### config.mk
export PLATFORM = sky130hd
export DESIGN_NAME = spi_port
export DESIGN_NICKNAME = d
export VERILOG_FILES = /design/src/rtl/spi_port_pkg.sv /design/src/rtl/spi_sckgen.sv /design/src/rtl/spi_slv_sync.sv /design/src/rtl/spi_shift.sv /design/src/rtl/spi_port.sv
export SDC_FILE = /design/constraint.sdc
export NUM_CORES = 1
export LEC_CHECK = 0
export BUFFER_PORTS_ARGS = -buffer_cell sky130_fd_sc_hd__buf_4
export CORE_MARGIN = 8
export CORE_UTILIZATION = 53
export DETAILED_ROUTE_END_ITERATION = 8
export PLACE_DENSITY = 0.8
export SYNTH_ARGS = -nofsm -noshare
export SYNTH_HDL_FRONTEND = slang
export SYNTH_SLANG_ARGS = --single-unit
### constraint.sdc
create_clock -name clk -period 2 [get_ports clk]
set_input_delay 0.1 -clock clk [delete_from_list [all_inputs] [get_ports clk]]
set_output_delay 0.1 -clock clk [all_outputs]
set_load 0.02 [all_outputs]
### src/rtl/spi_port_pkg.sv
`timescale 1ns/1ps
// Shared constants and register address codes for the SPI port.
package spi_port_pkg;
    // Width of the divider-code field in the control register.
    localparam int BAUD_W = 3;

    // Register addresses seen on the simple register bus.
    typedef enum logic [1:0] {
        REG_CTRL = 2'd0,
        REG_STAT = 2'd1,
        REG_DATA = 2'd2
    } reg_addr_e;
endpackage

### src/rtl/spi_sckgen.sv
`timescale 1ns/1ps
// Master serial-clock generator.
// Counts system clocks per SCK half period (2^sel clocks) and emits a
// one-cycle lead tick (leaving idle level) and trail tick (returning to
// idle level). Runs for exactly 2*DW half periods after start.
// Assumes: sel is stable during a transfer; run_en low forces idle.
module spi_sckgen #(
    parameter int DW     = 8,
    parameter int BAUD_W = 3
) (
    input  logic              clk,
    input  logic              rst_n,
    input  logic              run_en,
    input  logic              start,
    input  logic [BAUD_W-1:0] sel,
    output logic              busy,
    output logic              phase,
    output logic              lead,
    output logic              trail
);
    localparam int CNT_W = (1 << BAUD_W) - 2;
    localparam int HC_W  = $clog2(2 * DW);
    localparam logic [HC_W-1:0] HC_LAST = HC_W'(2 * DW - 1);

    logic [CNT_W-1:0] cnt_q;
    logic [HC_W-1:0]  half_q;
    logic [CNT_W-1:0] lim;
    logic             tick;

    // Terminal count of the half-period counter.
    assign lim  = CNT_W'((1 << sel) - 1);
    assign tick = busy && (cnt_q == lim);
    assign lead  = tick && !phase;
    assign trail = tick && phase;

    // Half-period counting, SCK phase and transfer length.
    always_ff @(posedge clk) begin
        if (!rst_n || !run_en) begin
            busy   <= 1'b0;
            phase  <= 1'b0;
            cnt_q  <= '0;
            half_q <= '0;
        end else if (start && !busy) begin
            busy   <= 1'b1;
            phase  <= 1'b0;
            cnt_q  <= '0;
            half_q <= '0;
        end else if (busy) begin
            if (tick) begin
                cnt_q <= '0;
                phase <= ~phase;
                if (half_q == HC_LAST) begin
                    half_q <= '0;
                    busy   <= 1'b0;
                end else begin
                    half_q <= half_q + 1'b1;
                end
            end else begin
                cnt_q <= cnt_q + 1'b1;
            end
        end
    end

    // the last half period ends the transfer with SCK back at idle.
    assert_stop_at_last_half_R3: assert property (@(posedge clk) disable iff (!rst_n)
        (run_en && tick && half_q == HC_LAST) |=> (!busy && !phase));
endmodule

### src/rtl/spi_slv_sync.sv
`timescale 1ns/1ps
// Slave-side input synchronizer and SCK edge detector.
// Brings external SCK, select and SDI into the system-clock domain through
// STAGES flops each, and flags rising and falling SCK edges for one cycle.
// Assumes: external SCK runs at no more than a quarter of clk.
module spi_slv_sync #(
    parameter int STAGES = 2
) (
    input  logic clk,
    input  logic rst_n,
    input  logic sck_i,
    input  logic ss_n_i,
    input  logic sdi_i,
    output logic sck_rise,
    output logic sck_fall,
    output logic sel_act,
    output logic sdi_sync
);
    logic [STAGES-1:0] sck_q;
    logic [STAGES-1:0] ss_q;
    logic [STAGES-1:0] sdi_q;
    logic              sck_last;

    // Synchronizer chains plus one history flop for edge detection.
    always_ff @(posedge clk) begin
        if (!rst_n) begin
            sck_q    <= '0;
            ss_q     <= '1;
            sdi_q    <= '0;
            sck_last <= 1'b0;
        end else begin
            sck_q    <= {sck_q[STAGES-2:0], sck_i};
            ss_q     <= {ss_q[STAGES-2:0], ss_n_i};
            sdi_q    <= {sdi_q[STAGES-2:0], sdi_i};
            sck_last <= sck_q[STAGES-1];
        end
    end

    assign sck_rise = sck_q[STAGES-1] && !sck_last;
    assign sck_fall = !sck_q[STAGES-1] && sck_last;
    assign sel_act  = !ss_q[STAGES-1];
    assign sdi_sync = sdi_q[STAGES-1];
endmodule

### src/rtl/spi_shift.sv
`timescale 1ns/1ps
// Byte shift engine shared by master and slave modes.
// Lead pulses move the next transmit bit (MSB first) onto sdo; trail pulses
// sample sdi. done pulses on the DW-th sample with rx_word holding the byte.
// Assumes: clear holds the bit count at zero; load may coincide with clear.
module spi_shift #(
    parameter int DW = 8
) (
    input  logic          clk,
    input  logic          rst_n,
    input  logic          clear,
    input  logic          load,
    input  logic [DW-1:0] load_byte,
    input  logic          lead,
    input  logic          trail,
    input  logic          sdi,
    output logic          sdo,
    output logic          done,
    output logic [DW-1:0] rx_word
);
    localparam int BC_W = $clog2(DW);
    localparam logic [BC_W-1:0] BC_LAST = BC_W'(DW - 1);

    logic [DW-1:0]   tx_sr;
    logic [DW-2:0]   rx_sr;
    logic [BC_W-1:0] bit_q;

    assign rx_word = {rx_sr, sdi};
    assign done    = trail && !clear && (bit_q == BC_LAST);

    // Transmit shifting, receive shifting and bit counting.
    always_ff @(posedge clk) begin
        if (!rst_n) begin
            tx_sr <= '0;
            rx_sr <= '0;
            bit_q <= '0;
            sdo   <= 1'b0;
        end else begin
            if (load) begin
                tx_sr <= load_byte;
            end else if (lead && !clear) begin
                sdo   <= tx_sr[DW-1];
                tx_sr <= tx_sr << 1;
            end
            if (clear) begin
                bit_q <= '0;
            end else if (trail) begin
                rx_sr <= rx_word[DW-2:0];
                bit_q <= (bit_q == BC_LAST) ? '0 : bit_q + 1'b1;
            end
        end
    end

    // a completed byte leaves the counter ready for the next first bit.
    assert_count_wraps_R6: assert property (@(posedge clk) disable iff (!rst_n)
        done |=> (bit_q == '0));
endmodule

### src/rtl/spi_port.sv
`timescale 1ns/1ps
// SPI master/slave port with control, status and data registers.
// Master mode (divider code 0..6) drives SCK from spi_sckgen; slave mode
// (code 7) follows external SCK and select through spi_slv_sync.
// Assumes: DW >= 8; configuration is not changed during a transfer.
module spi_port
    import spi_port_pkg::*;
#(
    parameter int DW          = 8,
    parameter int SYNC_STAGES = 2
) (
    input  logic          clk,
    input  logic          rst_n,
    input  logic          wr_en,
    input  logic [1:0]    addr,
    input  logic [DW-1:0] wdata,
    output logic [DW-1:0] rdata,
    output logic          irq,
    output logic          sck_o,
    output logic          sck_oe,
    input  logic          sck_i,
    input  logic          ss_n_i,
    input  logic          sdi_i,
    output logic          sdo_o,
    output logic          sdo_oe
);
    localparam logic [BAUD_W-1:0] SLAVE_CODE = '1;
    localparam int EDGE_BIT = 7;
    localparam int EN_BIT   = 6;

    logic [DW-1:0] ctrl_q;
    logic          ie_q;
    logic          flag_q;
    logic [DW-1:0] rx_buf_q;
    logic [DW-1:0] tx_hold_q;

    logic          edge_sel, enable, is_slave, master_on, slave_on;
    logic          wr_ctrl, wr_stat, wr_data, start_req;
    logic          busy, phase, m_lead, m_trail;
    logic          s_rise, s_fall, ss_act, s_sdi;
    logic          sh_clear, sh_load, sh_lead, sh_trail, sh_sdi, sh_done;
    logic [DW-1:0] sh_load_byte, sh_rx_word;

    assign edge_sel  = ctrl_q[EDGE_BIT];
    assign enable    = ctrl_q[EN_BIT];
    assign is_slave  = (ctrl_q[BAUD_W-1:0] == SLAVE_CODE);
    assign master_on = enable && !is_slave;
    assign slave_on  = enable && is_slave;

    assign wr_ctrl   = wr_en && (addr == REG_CTRL);
    assign wr_stat   = wr_en && (addr == REG_STAT);
    assign wr_data   = wr_en && (addr == REG_DATA);
    assign start_req = wr_data && master_on;

    spi_sckgen #(.DW(DW), .BAUD_W(BAUD_W)) u_sckgen (
        .clk    (clk),
        .rst_n  (rst_n),
        .run_en (master_on),
        .start  (start_req),
        .sel    (ctrl_q[BAUD_W-1:0]),
        .busy   (busy),
        .phase  (phase),
        .lead   (m_lead),
        .trail  (m_trail)
    );

    spi_slv_sync #(.STAGES(SYNC_STAGES)) u_sync (
        .clk      (clk),
        .rst_n    (rst_n),
        .sck_i    (sck_i),
        .ss_n_i   (ss_n_i),
        .sdi_i    (sdi_i),
        .sck_rise (s_rise),
        .sck_fall (s_fall),
        .sel_act  (ss_act),
        .sdi_sync (s_sdi)
    );

    // Route shifter controls from the active mode's clock source.
    always_comb begin
        sh_clear     = !enable || (is_slave && !ss_act);
        sh_load      = master_on ? (start_req && !busy) : (is_slave && !ss_act);
        sh_load_byte = master_on ? wdata : tx_hold_q;
        sh_lead      = master_on ? m_lead  : s_rise;
        sh_trail     = master_on ? m_trail : s_fall;
        sh_sdi       = master_on ? sdi_i   : s_sdi;
    end

    spi_shift #(.DW(DW)) u_shift (
        .clk       (clk),
        .rst_n     (rst_n),
        .clear     (sh_clear),
        .load      (sh_load),
        .load_byte (sh_load_byte),
        .lead      (sh_lead),
        .trail     (sh_trail),
        .sdi       (sh_sdi),
        .sdo       (sdo_o),
        .done      (sh_done),
        .rx_word   (sh_rx_word)
    );

    // Control register and slave transmit holding register.
    always_ff @(posedge clk) begin
        if (!rst_n) begin
            ctrl_q    <= '0;
            tx_hold_q <= '0;
        end else begin
            if (wr_ctrl) ctrl_q <= wdata;
            if (wr_data) tx_hold_q <= wdata;
        end
    end

    // Status register: interrupt enable and sticky completion flag.
    always_ff @(posedge clk) begin
        if (!rst_n) begin
            ie_q   <= 1'b0;
            flag_q <= 1'b0;
        end else begin
            if (wr_stat) ie_q <= wdata[1];
            if (sh_done) flag_q <= 1'b1;
            else if (wr_stat && !wdata[0]) flag_q <= 1'b0;
        end
    end

    // Receive buffer captures the finished byte.
    always_ff @(posedge clk) begin
        if (!rst_n) rx_buf_q <= '0;
        else if (sh_done) rx_buf_q <= sh_rx_word;
    end

    // Register read multiplexer.
    always_comb begin
        case (addr)
            REG_CTRL: rdata = ctrl_q;
            REG_STAT: rdata = {{(DW-2){1'b0}}, ie_q, flag_q};
            REG_DATA: rdata = rx_buf_q;
            default:  rdata = '0;
        endcase
    end

    assign irq    = flag_q && ie_q;
    assign sck_o  = edge_sel ^ phase;
    assign sck_oe = master_on;
    assign sdo_oe = master_on || (slave_on && ss_act);

    // a master with no transfer in flight rests SCK at the edge-select level.
    assert_sck_idle_level_R2: assert property (@(posedge clk) disable iff (!rst_n)
        (master_on && !busy) |-> (sck_o == edge_sel));

    // only a status write with bit 0 low can clear the flag.
    assert_flag_sticky_R7: assert property (@(posedge clk) disable iff (!rst_n)
        (flag_q && !(wr_stat && !wdata[0])) |=> flag_q);

    // a disabled port never keeps the clock generator running.
    assert_off_no_clock_R9: assert property (@(posedge clk) disable iff (!rst_n)
        !enable |=> !busy);

    // in slave mode the internal clock generator stays stopped.
    assert_slave_no_clock_R4: assert property (@(posedge clk) disable iff (!rst_n)
        slave_on |=> !busy);
endmodule

==> impl_metrics.ini, run 1 <==
[run_status]
outcome = completed

[pwr]
p_leak_nw = 1.34
power.density_mw_per_mm2 = 760
vdd_ir_drop_max_v = 0.000669

[layout]
drive_above_1_share_pct = 23.5
fin_util_pct = 66.4
fillers = 443
final_cell_mix = 57 x dfxtp_1, 55 x nand2_1, 47 x buf_4
n_antenna_cell = 0
mostFrequentLayoutCell = dfxtp_1
fin_nets = 403
synthToLayoutAreaGrowth_pct = 22.9

[worst_setup_path]
slowest_delay_ns = 0.35
crit_chain = inv_1 -> a22oi_2 -> o2111ai_2 -> buf_4 -> nor3_4 -> a31o_4 -> and3_4 -> mux2i_1
crit_fanout = 5
ff2ff_setup_slack_ns = 0.05
path_class = reg -> reg
worst_ep_required_time_ns = 2.28
crit_arrival_ns = 2.22
r2r_cells = 8
cp-startpoint = u_sckgen.cnt_q[2]
r2r_start = u_sckgen.cnt_q[2]
reg2reg_to = rx_buf_q[1]
cp_slowest_cell = dfxtp_2
start_kind = flip-flop
worst_setup_path_end_kind = flip-flop

[clock_network]
cts_buffer_depth = 2
tritoncts = done
htreeDepth = 3
cts_inserted_buffers = 9
clock_latency_ns = 0.35
cts_setup_buffers = 0
cts.sinks = 64
path_clk_slew_ns = 0.07
root_buffer = clkbuf_8

[global_routing]
grt_pass1_wl_um = 11200
grt_pass1_vias = 2438
grt.total_usage_pct = 16.9
grt-ovfl-total = 0
grt_start_max_net_pins = 36
antenna_found_initial = 0

[logic_synthesis]
synthFlopType = dfxtp_1
yosysWarnings = 0
postSynthCellCount = 340
yosys.area_share.simple_pct = 21.9
synth_top_area_share_pct = 43.6
synth_top_family_by_area = simple AND/OR/NAND/NOR gates
syn-cell-area_sq_mm = 0.00294
syn_area_per_cell_sq_um = 8.64
synth_fa_ha_area_share_pct = 1.70
synth_enable_flop_cells = 0
synth_xor_area_share_pct = 2.38
synthesis.nets = 360
synth_top_cell_by_area = dfxtp_1
ys_seq_area_share_pct = 43.6
synth_compound_area_share_pct = 12.5
synthTopCellsByArea = dfxtp_1 44%, mux2i_1 13%, nand2_1 7.0%
synthArstFlopShare_pct = 0
ys_ff_latch = 64
synth.distinct_cells = 46
synth_mux_area_share_pct = 12.9

[floorplan]
rows = 27
fp.coreArea_sq_mm = 0.00544
io_pins = 29
die_h_um = 90.5
start_util_pct = 54.0
dieArea_sq_mm = 0.00818
die_w_um = 90.5

[sta]
slew_violations = 0
max_freq_mhz = 514
clock_skew_ns = 0.00870
whs_ns = 0.0140
rsz0062_at_grt = true
finalHoldViolCount = 0
setup_viol = 0
period_minus_slack_ns = 1.95
slew_headroom_pct = 77.3
post-route-period-util_pct = 97.3
worst_pin_slew_ns = 0.341

[hold_path]
min_path_type = in -> reg
min_to = ctrl_q[6]
whs_path_depth = 3
min_from = wdata[6]

[detailed_routing]
wire_per_inst_um = 14.8
drc = 0
wl_um = 6810
viasPerCell = 5.38
vias = 2473
drtIter0Drc = 94
drtAntennaViolNets = 0
drt-pass1-iter-count = 4

[place]
port_buffers = 28
place.gp.congestion = 0.841
post-dp-hpwl_um = 4770

[run]
cap_violations = 0
-- critical path: cells and delay by family, from the launching register on --
kind,cells,cell delay (ns)
simple gates,2,0.51
flops,1,0.35
compound gates,3,0.55
mux,1,0.20
buf+inv,2,0.27
-- cell usage after synthesis, types with 2 or more instances --
cell / count
buf_1: 2
nor3b_1: 2
o21ai_1: 3
and2_2: 2
nand2b_1: 4
o21a_1: 2
buf_4: 2
nand3_1: 14
clkbuf_1: 13
inv_1: 8
xnor2_1: 5
or3_1: 2
o31ai_1: 4
nor2b_1: 5
or2_2: 2
nand4_1: 3
a21oi_1: 24
mux2i_1: 38
nor2_1: 33
xor2_1: 3
a22oi_1: 2
nor3_1: 2
ha_1: 4
dfxtp_1: 64
and2_1: 6
o22ai_1: 2
nor4_1: 2
o31a_1: 2
nand2_1: 55
o21ai_0: 14
-- per-layer routing --
layer / global-route usage [%] / share of wire (%) / vias to the layer above
met4: 6.52 / 2.0 / 0
met5: 0 / 0 / -
met2: 30.0 / 51 / 44
li1: - / - / 1253
met1: 17.6 / 43 / 1163
met3: 6.07 / 4.2 / 13
-- state kept, by name (all words and copies together), names as in the netlist, 2 cells and up --
register         cells
ctrl_q               8
rx_buf_q             8
tx_hold_q            8
u_shift.tx_sr        8
u_shift.rx_sr        7
u_sckgen.cnt_q       6
u_sckgen.half_q      4
u_shift.bit_q        3
u_sync.sck_q         2
u_sync.sdi_q         2
u_sync.ss_q          2
-- timing repair --
item	CTS	global route
gates cloned	1	0
pin swaps	1	3
hold endpoints to repair	3	0
hold buffers	3	0
gates resized for setup	3	15
endpoints found under the setup margin	15	30
-- through the flow --
step / setup TNS [ns] / power, W / instance area (sq um) / worst slack, ns / std cells
floorplan: 0 / 0.00143 / 2960 / 0.0109 / 340
global placement: 0 / 0.00150 / 3300 / 0.0448 / 440
detailed placement: -0.173 / 0.00151 / 3300 / -0.0239 / 440
CTS: -0.00379 / 0.00277 / 3570 / -0.00379 / 460
global route: -0.219 / 0.00284 / 3610 / -0.0408 / 460
finish: 0 / 0.00274 / 3610 / 0.0548 / 460
-- where the power goes --
part / internal, W / switching (W) / total, W
clock: 0.000714 / 0.000545 / 0.00126
sequential: 0.00129 / 0.0000143 / 0.00130
combinational: 0.0000803 / 0.000101 / 0.000181
-- worst max-delay path by stage --
stage                             endpoint  slack [ns]
after floorplan                rx_buf_q[0]        0.01
after global placement    u_shift.rx_sr[4]        0.04
after detailed placement       rx_buf_q[5]       -0.02
after CTS                      rx_buf_q[1]      -0.004
after global routing                flag_q       -0.04
final                          rx_buf_q[1]        0.05
-- kinds of logic (layout without fill, tap and decap cells) --
| kind of cell | Yosys count | in the layout |
|---|---|---|
| AO/OA/AOI/OAI | 59 | 59 |
| XOR/XNOR | 8 | 8 |
| adder cells (fa/ha/maj) | 4 | 4 |
| buffers and inverters | 30 | 77 |
| flip-flops | 64 | 64 |
| multiplexers | 38 | 38 |
| AND/OR/NAND/NOR | 137 | 138 |
-- area by class of cell --
cell class              instances  area [sq um]  area share [%]
multi-input cells             247          1570            43.4
flip-flops and latches         64          1290            35.9
repair buffers                 51           394            10.9
clock buffers                   9           124            3.43
clock inverters                 7           101            2.81
well taps                      72          90.1            2.49
inverters                      10          38.8            1.07
(Power assumes the default switching activity.)
==> run 2, diff against run 1 <==
ABC_AREA = 1   (was unset)
PLACE_DENSITY = 0.79   (was 0.8)
==> impl_metrics.ini, run 2 <==
[run_status]
outcome = completed

[logic_synthesis]
synth_top_area_share_pct = 40.9
synthArstFlopShare_pct = 0
synthFlopType = dfxtp_1
synthesis.nets = 449
synth_enable_flop_cells = 0
syn-cell-area_sq_mm = 0.00313
yosysMostFrequentCell = nand2_1
synthTopCellsByCount = 81 x nand2_1, 64 x dfxtp_1, 54 x inv_1
ys_ff_latch = 64
synthTopCellsByArea = dfxtp_1 41%, nand2_1 9.7%, inv_1 6.5%
syn_area_per_cell_sq_um = 7.30
synth_top_cell_by_area = dfxtp_1
synth.distinct_cells = 38
yosysWarnings = 0
postSynthCellCount = 429
ys_seq_area_share_pct = 40.9

[place]
post-dp-hpwl_um = 4900
port_buffers = 28
postPlaceCellArea_sq_mm = 0.00336
place.gp.congestion = 0.834

[sta]
setup_viol = 0
period_minus_slack_ns = 1.83
slew_violations = 0
worst_pin_slew_ns = 0.409
rsz0062_at_grt = false
finalHoldViolCount = 0
slew_headroom_pct = 72.5
post-route-period-util_pct = 91.3
clock_skew_ns = 0.00801
max_freq_mhz = 548
setup_tns_ns = 0

[pwr]
power.density_mw_per_mm2 = 722
vdd_ir_drop_max_v = 0.000468
p_leak_nw = 1.51

[global_routing]
grt.total_usage_pct = 16.6
grt_pass1_vias = 2534
grt_start_max_net_pins = 35
antenna_found_initial = 0
grt-ovfl-total = 0
grt_pass1_wl_um = 11500

[floorplan]
io_pins = 29
start_util_pct = 53.9
rows = 28
die_h_um = 92.9
dieArea_sq_mm = 0.00862
fp.coreArea_sq_mm = 0.00582
die_w_um = 92.9

[detailed_routing]
wl_um = 6770
wire_per_inst_um = 12.6
viasPerCell = 5.01
vias = 2699
drc = 0
drtIter0Drc = 139
drt-pass1-iter-count = 4
drtAntennaViolNets = 0

[layout]
fin_area_sq_mm = 0.00356
drive_above_1_share_pct = 20.9
fin_util_pct = 61.2
mostFrequentLayoutCell = nand2_1
multi_input_area_sq_mm = 0.00152
final_cell_mix = 81 x nand2_1, 63 x dfxtp_1, 54 x inv_1
n_antenna_cell = 0
fin_nets = 480
fillers = 553
seq_area_sq_mm = 0.00128
synthToLayoutAreaGrowth_pct = 13.7

[clock_network]
cts_setup_buffers = 0
tritoncts = done
root_buffer = clkbuf_8
clock_latency_ns = 0.34
htreeDepth = 3
cts_buffer_depth = 2
cts_inserted_buffers = 9
path_clk_slew_ns = 0.07
cts.sinks = 64

[worst_setup_path]
worst_ep_required_time_ns = 2.24
worst_setup_path_end_kind = flip-flop
crit_arrival_ns = 2.06
path_class = reg -> reg
start_kind = flip-flop
crit_fanout = 12

[hold_path]
min_path_type = in -> reg

[run]
cap_violations = 0
-- run 2: layer usage --
layer,part of all wire (%),vias to the layer above,track usage (%)
met5,0,-,0
met2,49,35,28.1
li1,-,1412,-
met4,1.7,0,8.46
met3,3.0,10,3.56
met1,47,1242,19.4
-- run 2: worst paths after layout --
check	depth (start not counted)	start	slack [ns]	end
worst max-delay path	12	ctrl_q[1]	0.17	u_shift.rx_sr[0]
worst min register to register	2	u_sync.sck_q[0]	0.41	u_sync.sck_q[1]
worst max register to register	12	ctrl_q[1]	0.17	u_shift.rx_sr[0]
worst min-delay path	3	wdata[3]	0.05	ctrl_q[3]
-- run 2: where the power goes --
group	internal, W	switching [W]	total, W	leakage [nW]
sequential	0.00131	0.0000231	0.00133	0.520
clock	0.000514	0.000471	0.000985	0.0838
combinational	0.0000990	0.000157	0.000256	0.903
total	0.00192	0.000651	0.00257	1.51
-- run 2: repair_timing --
item / in CTS / in global routing
setup endpoints to repair: 0 / 6
hold endpoints to repair: 3 / 0
hold buffers: 3 / 0
resized for setup: 0 / 2
-- run 2: layout make-up --
type                            instances  share of cell area [%]
Tap cell                               75                    2.64
Multi-Input combinational cell        292                    42.7
Sequential cell                        64                    36.0
Inverter                               59                    6.64
Clock buffer                           15                    4.67
Timing Repair Buffer                   34                    7.38
-- run 2: logic make-up (layout without fill, tap and decap cells) --
kind of cell / count (synthesis) / after routing / synth area share (%)
AND/OR/NAND/NOR: 211 / 211 / 32.9
XOR/XNOR: 6 / 6 / 1.68
AO/OA/AOI/OAI: 70 / 70 / 11.8
flip-flops: 64 / 64 / 40.9
multiplexers: 1 / 1 / 0.320
buffers and inverters: 73 / 108 / 10.8
adder cells (fa/ha/maj): 4 / 4 / 1.60
-- run 2: worst max-delay path, stage by stage, from the launching register on --
cell and delay [ns]:
dfxtp_1 0.46, nand2_2 0.11, and2_4 0.16, nor2_4 0.07, nand2_2 0.06, nor2_4 0.11
nand3_2 0.09, nand2_2 0.21, nand2_2 0.14, inv_2 0.14, nand2_1 0.07, nand2_1 0.07
nor2_1 0.04
-- run 2: through the flow --
| stage | hold WS (ns) | power, W | worst slack [ns] | std cells |
|---|---|---|---|---|
| 2_1_floorplan | 0.193 | 0.00153 | 0.437 | 429 |
| 3_3_place_gp | 0.283 | 0.00160 | 0.248 | 521 |
| 6_report | 0.0530 | 0.00257 | 0.175 | 539 |
| 3_5_place_dp | 0.287 | 0.00161 | 0.138 | 521 |
| 4_1_cts | 0.0335 | 0.00259 | 0.124 | 539 |
| 5_1_grt | 0.0520 | 0.00267 | 0.0234 | 539 |
==> run 3, diff against run 2 <==
CORE_MARGIN = unset   (was 8)
SYNTH_HIERARCHICAL = 1   (was unset)
==> impl_metrics.ini, run 3 <==
[logic_synthesis]
synth_top_area_share_pct = 41.8
synth_enable_flop_cells = 0
yosys.area_share.simple_pct = 34.9
synthesis.nets = 460
synth_top_family_by_area = simple AND/OR/NAND/NOR gates
syn-cell-area_sq_mm = 0.00307
synth_mux_area_share_pct = 0
synthArstFlopShare_pct = 0
ys_ff_latch = 64
synthTopCellsByCount = 111 x nand2_1, 87 x nor2_1, 64 x dfxtp_1
synth_xor_area_share_pct = 1.43
yosysMostFrequentCell = nand2_1
synth.distinct_cells = 33
synthTopCellsByArea = dfxtp_1 42%, nand2_1 14%, nor2_1 11%
synth_fa_ha_area_share_pct = 1.63
syn_area_per_cell_sq_um = 6.97
postSynthCellCount = 440
ys_seq_area_share_pct = 41.8
yosysWarnings = 6
synth_compound_area_share_pct = 11.6
synth_top_cell_by_area = dfxtp_1
synthFlopType = dfxtp_1

[place]
post-dp-hpwl_um = 4970
place.gp.congestion = 0.841
place_inst = 542
port_buffers = 28
dp_slack_ns = 0.00711
postPlaceCellArea_sq_mm = 0.00339

[layout]
n_antenna_cell = 0
fin_nets = 511
drive_above_1_share_pct = 22.8
fin_area_sq_mm = 0.00375
synthToLayoutAreaGrowth_pct = 22.4
mostFrequentLayoutCell = nand2_1
fin_util_pct = 67.7
final_cell_mix = 108 x nand2_1, 80 x nor2_1, 61 x dfxtp_1
stdcell_count = 568

[detailed_routing]
vias = 2911
drt-pass1-iter-count = 4
drtIter0Drc = 156
wl_um = 7290
wl_met2_um = 3490
wl_met3_um = 265
wirelength_met1_um = 3340
top_layer = met4
drc = 0
drtAntennaViolNets = 0
wire_per_inst_um = 12.8
viasPerCell = 5.13

[sta]
period_minus_slack_ns = 1.94
worst_pin_slew_ns = 0.361
rsz0062_at_grt = true
max_freq_mhz = 517
finalHoldViolCount = 0
slew_headroom_pct = 75.9
post-route-period-util_pct = 96.8
setup_viol = 0
slew_violations = 0
clock_skew_ns = 0.00592
worst_slack_ns = 0.0642

[floorplan]
start_util_pct = 55.3
die_w_um = 78.1
fp.coreArea_sq_mm = 0.00554
dieArea_sq_mm = 0.00609
rows = 27
io_pins = 29
die_h_um = 78.1

[clock_network]
cts_buffer_depth = 2
path_clk_slew_ns = 0.07
root_buffer = clkbuf_8
clock_latency_ns = 0.34
cts_inserted_buffers = 9
tritoncts = done
htreeDepth = 3
cts.sinks = 64

[worst_setup_path]
crit_fanout = 5
worst_ep_required_time_ns = 2.28
r2r_cells = 14
path_class = reg -> reg
start_kind = flip-flop
worst_setup_path_end_kind = flip-flop
crit_arrival_ns = 2.22

[global_routing]
grt_start_max_net_pins = 44
grt.total_usage_pct = 25.5
antenna_found_initial = 0
grt-ovfl-total = 0
grt_pass1_wl_um = 12000
grt_pass1_vias = 2701

[pwr]
combinationalPowerShare_pct = 8.7
p_sw_share_pct = 24.9
power.total_w = 0.00270
power_frac_seq_pct = 48.7
switchingPower_w = 0.000673
vdd_ir_drop_max_v = 0.000512
pwr-share-clk_pct = 42.6
power.density_mw_per_mm2 = 720
intPower_w = 0.00203
p_leak_nw = 1.71

[run_status]
outcome = completed

[hold_path]
whs_path_depth = 3
min_path_type = in -> reg

[run]
cap_violations = 0
-- run 3: changes by cell type in the layout (fill, tap and decap cells not counted), sizes merged, moves of 4 or more --
cell	before	now
nand2	99	123
nor2	70	91
buf	31	45
inv	58	45
or2	6	0
a22o	0	5
nand3	21	26
clkbuf	15	11
clkinv	1	5
-- run 3: final timing paths --
path                                      from             end  slack, ns
worst max-delay path                 ctrl_q[2]     rx_buf_q[0]       0.06
worst min-delay path                  wdata[6]    tx_hold_q[6]       0.01
worst max register to register       ctrl_q[2]     rx_buf_q[0]       0.06
worst min register to register  u_sync/ss_q[0]  u_sync/ss_q[1]       0.40
-- run 3: stage by stage --
step / setup TNS (ns) / hold WS (ns)
6_report: 0 / 0.0143
5_1_grt: -0.354 / 0.0276
4_1_cts: 0 / 0.00572
3_5_place_dp: 0 / 0.278
3_3_place_gp: 0 / 0.269
2_1_floorplan: 0 / 0.169
-- run 3: repair_timing --
action / CTS / global route
pin swaps: 0 / 8
hold buffers: 4 / 0
gates resized for setup: 2 / 25
endpoints found under the setup margin: 7 / 25
endpoints found under the hold margin: 4 / 0
buffers inserted: 0 / 6
-- run 3: cell families after synthesis --
family,count (synthesis)
AND/OR/NAND/NOR,245
adder cells (fa/ha/maj),4
flip-flops,64
AO/OA/AOI/OAI,64
buffers and inverters,58
XOR/XNOR,5
-- run 3: worst max-delay path, cell delays in order (launching register included) --
cell      delay (ns)
dfxtp_4         0.37
inv_2           0.09
nand2_1         0.08
nand3b_1        0.08
nand3_1         0.15
inv_2           0.12
nand3_4         0.09
nor2_2          0.11
nand2_1         0.07
nand2_2         0.08
nand2_2         0.08
nor2_4          0.19
buf_6           0.13
o21ai_0         0.11
nor2_1          0.12
-- run 3: area by class of cell --
cell class	instances	area [sq um]
clock buffer	11	151
clock inverter	5	55.1
fill	489	1790
inverter	49	211
multi-input combinational	318	1570
sequential	64	1290
tap	72	90.1
timing repair buffer	49	385
-- run 3: metal layers --
layer / GRT usage [%] / vias up
li1: - / 1490
met3: 3.72 / 16
met1: 33.0 / 1335
met4: 14.6 / 0
met5: 0 / -
met2: 40.6 / 70
-- run 3: power groups by stage --
| stage | combinational [W] | clock (W) | sequential (W) |
|---|---|---|---|
| floorplan | 0.000134 | 0 | 0.00134 |
| global placement | 0.000212 | 0 | 0.00134 |
| detailed placement | 0.000215 | 0 | 0.00134 |
| CTS | 0.000224 | 0.00117 | 0.00131 |
| global route | 0.000258 | 0.00123 | 0.00132 |
| finish | 0.000234 | 0.00115 | 0.00132 |
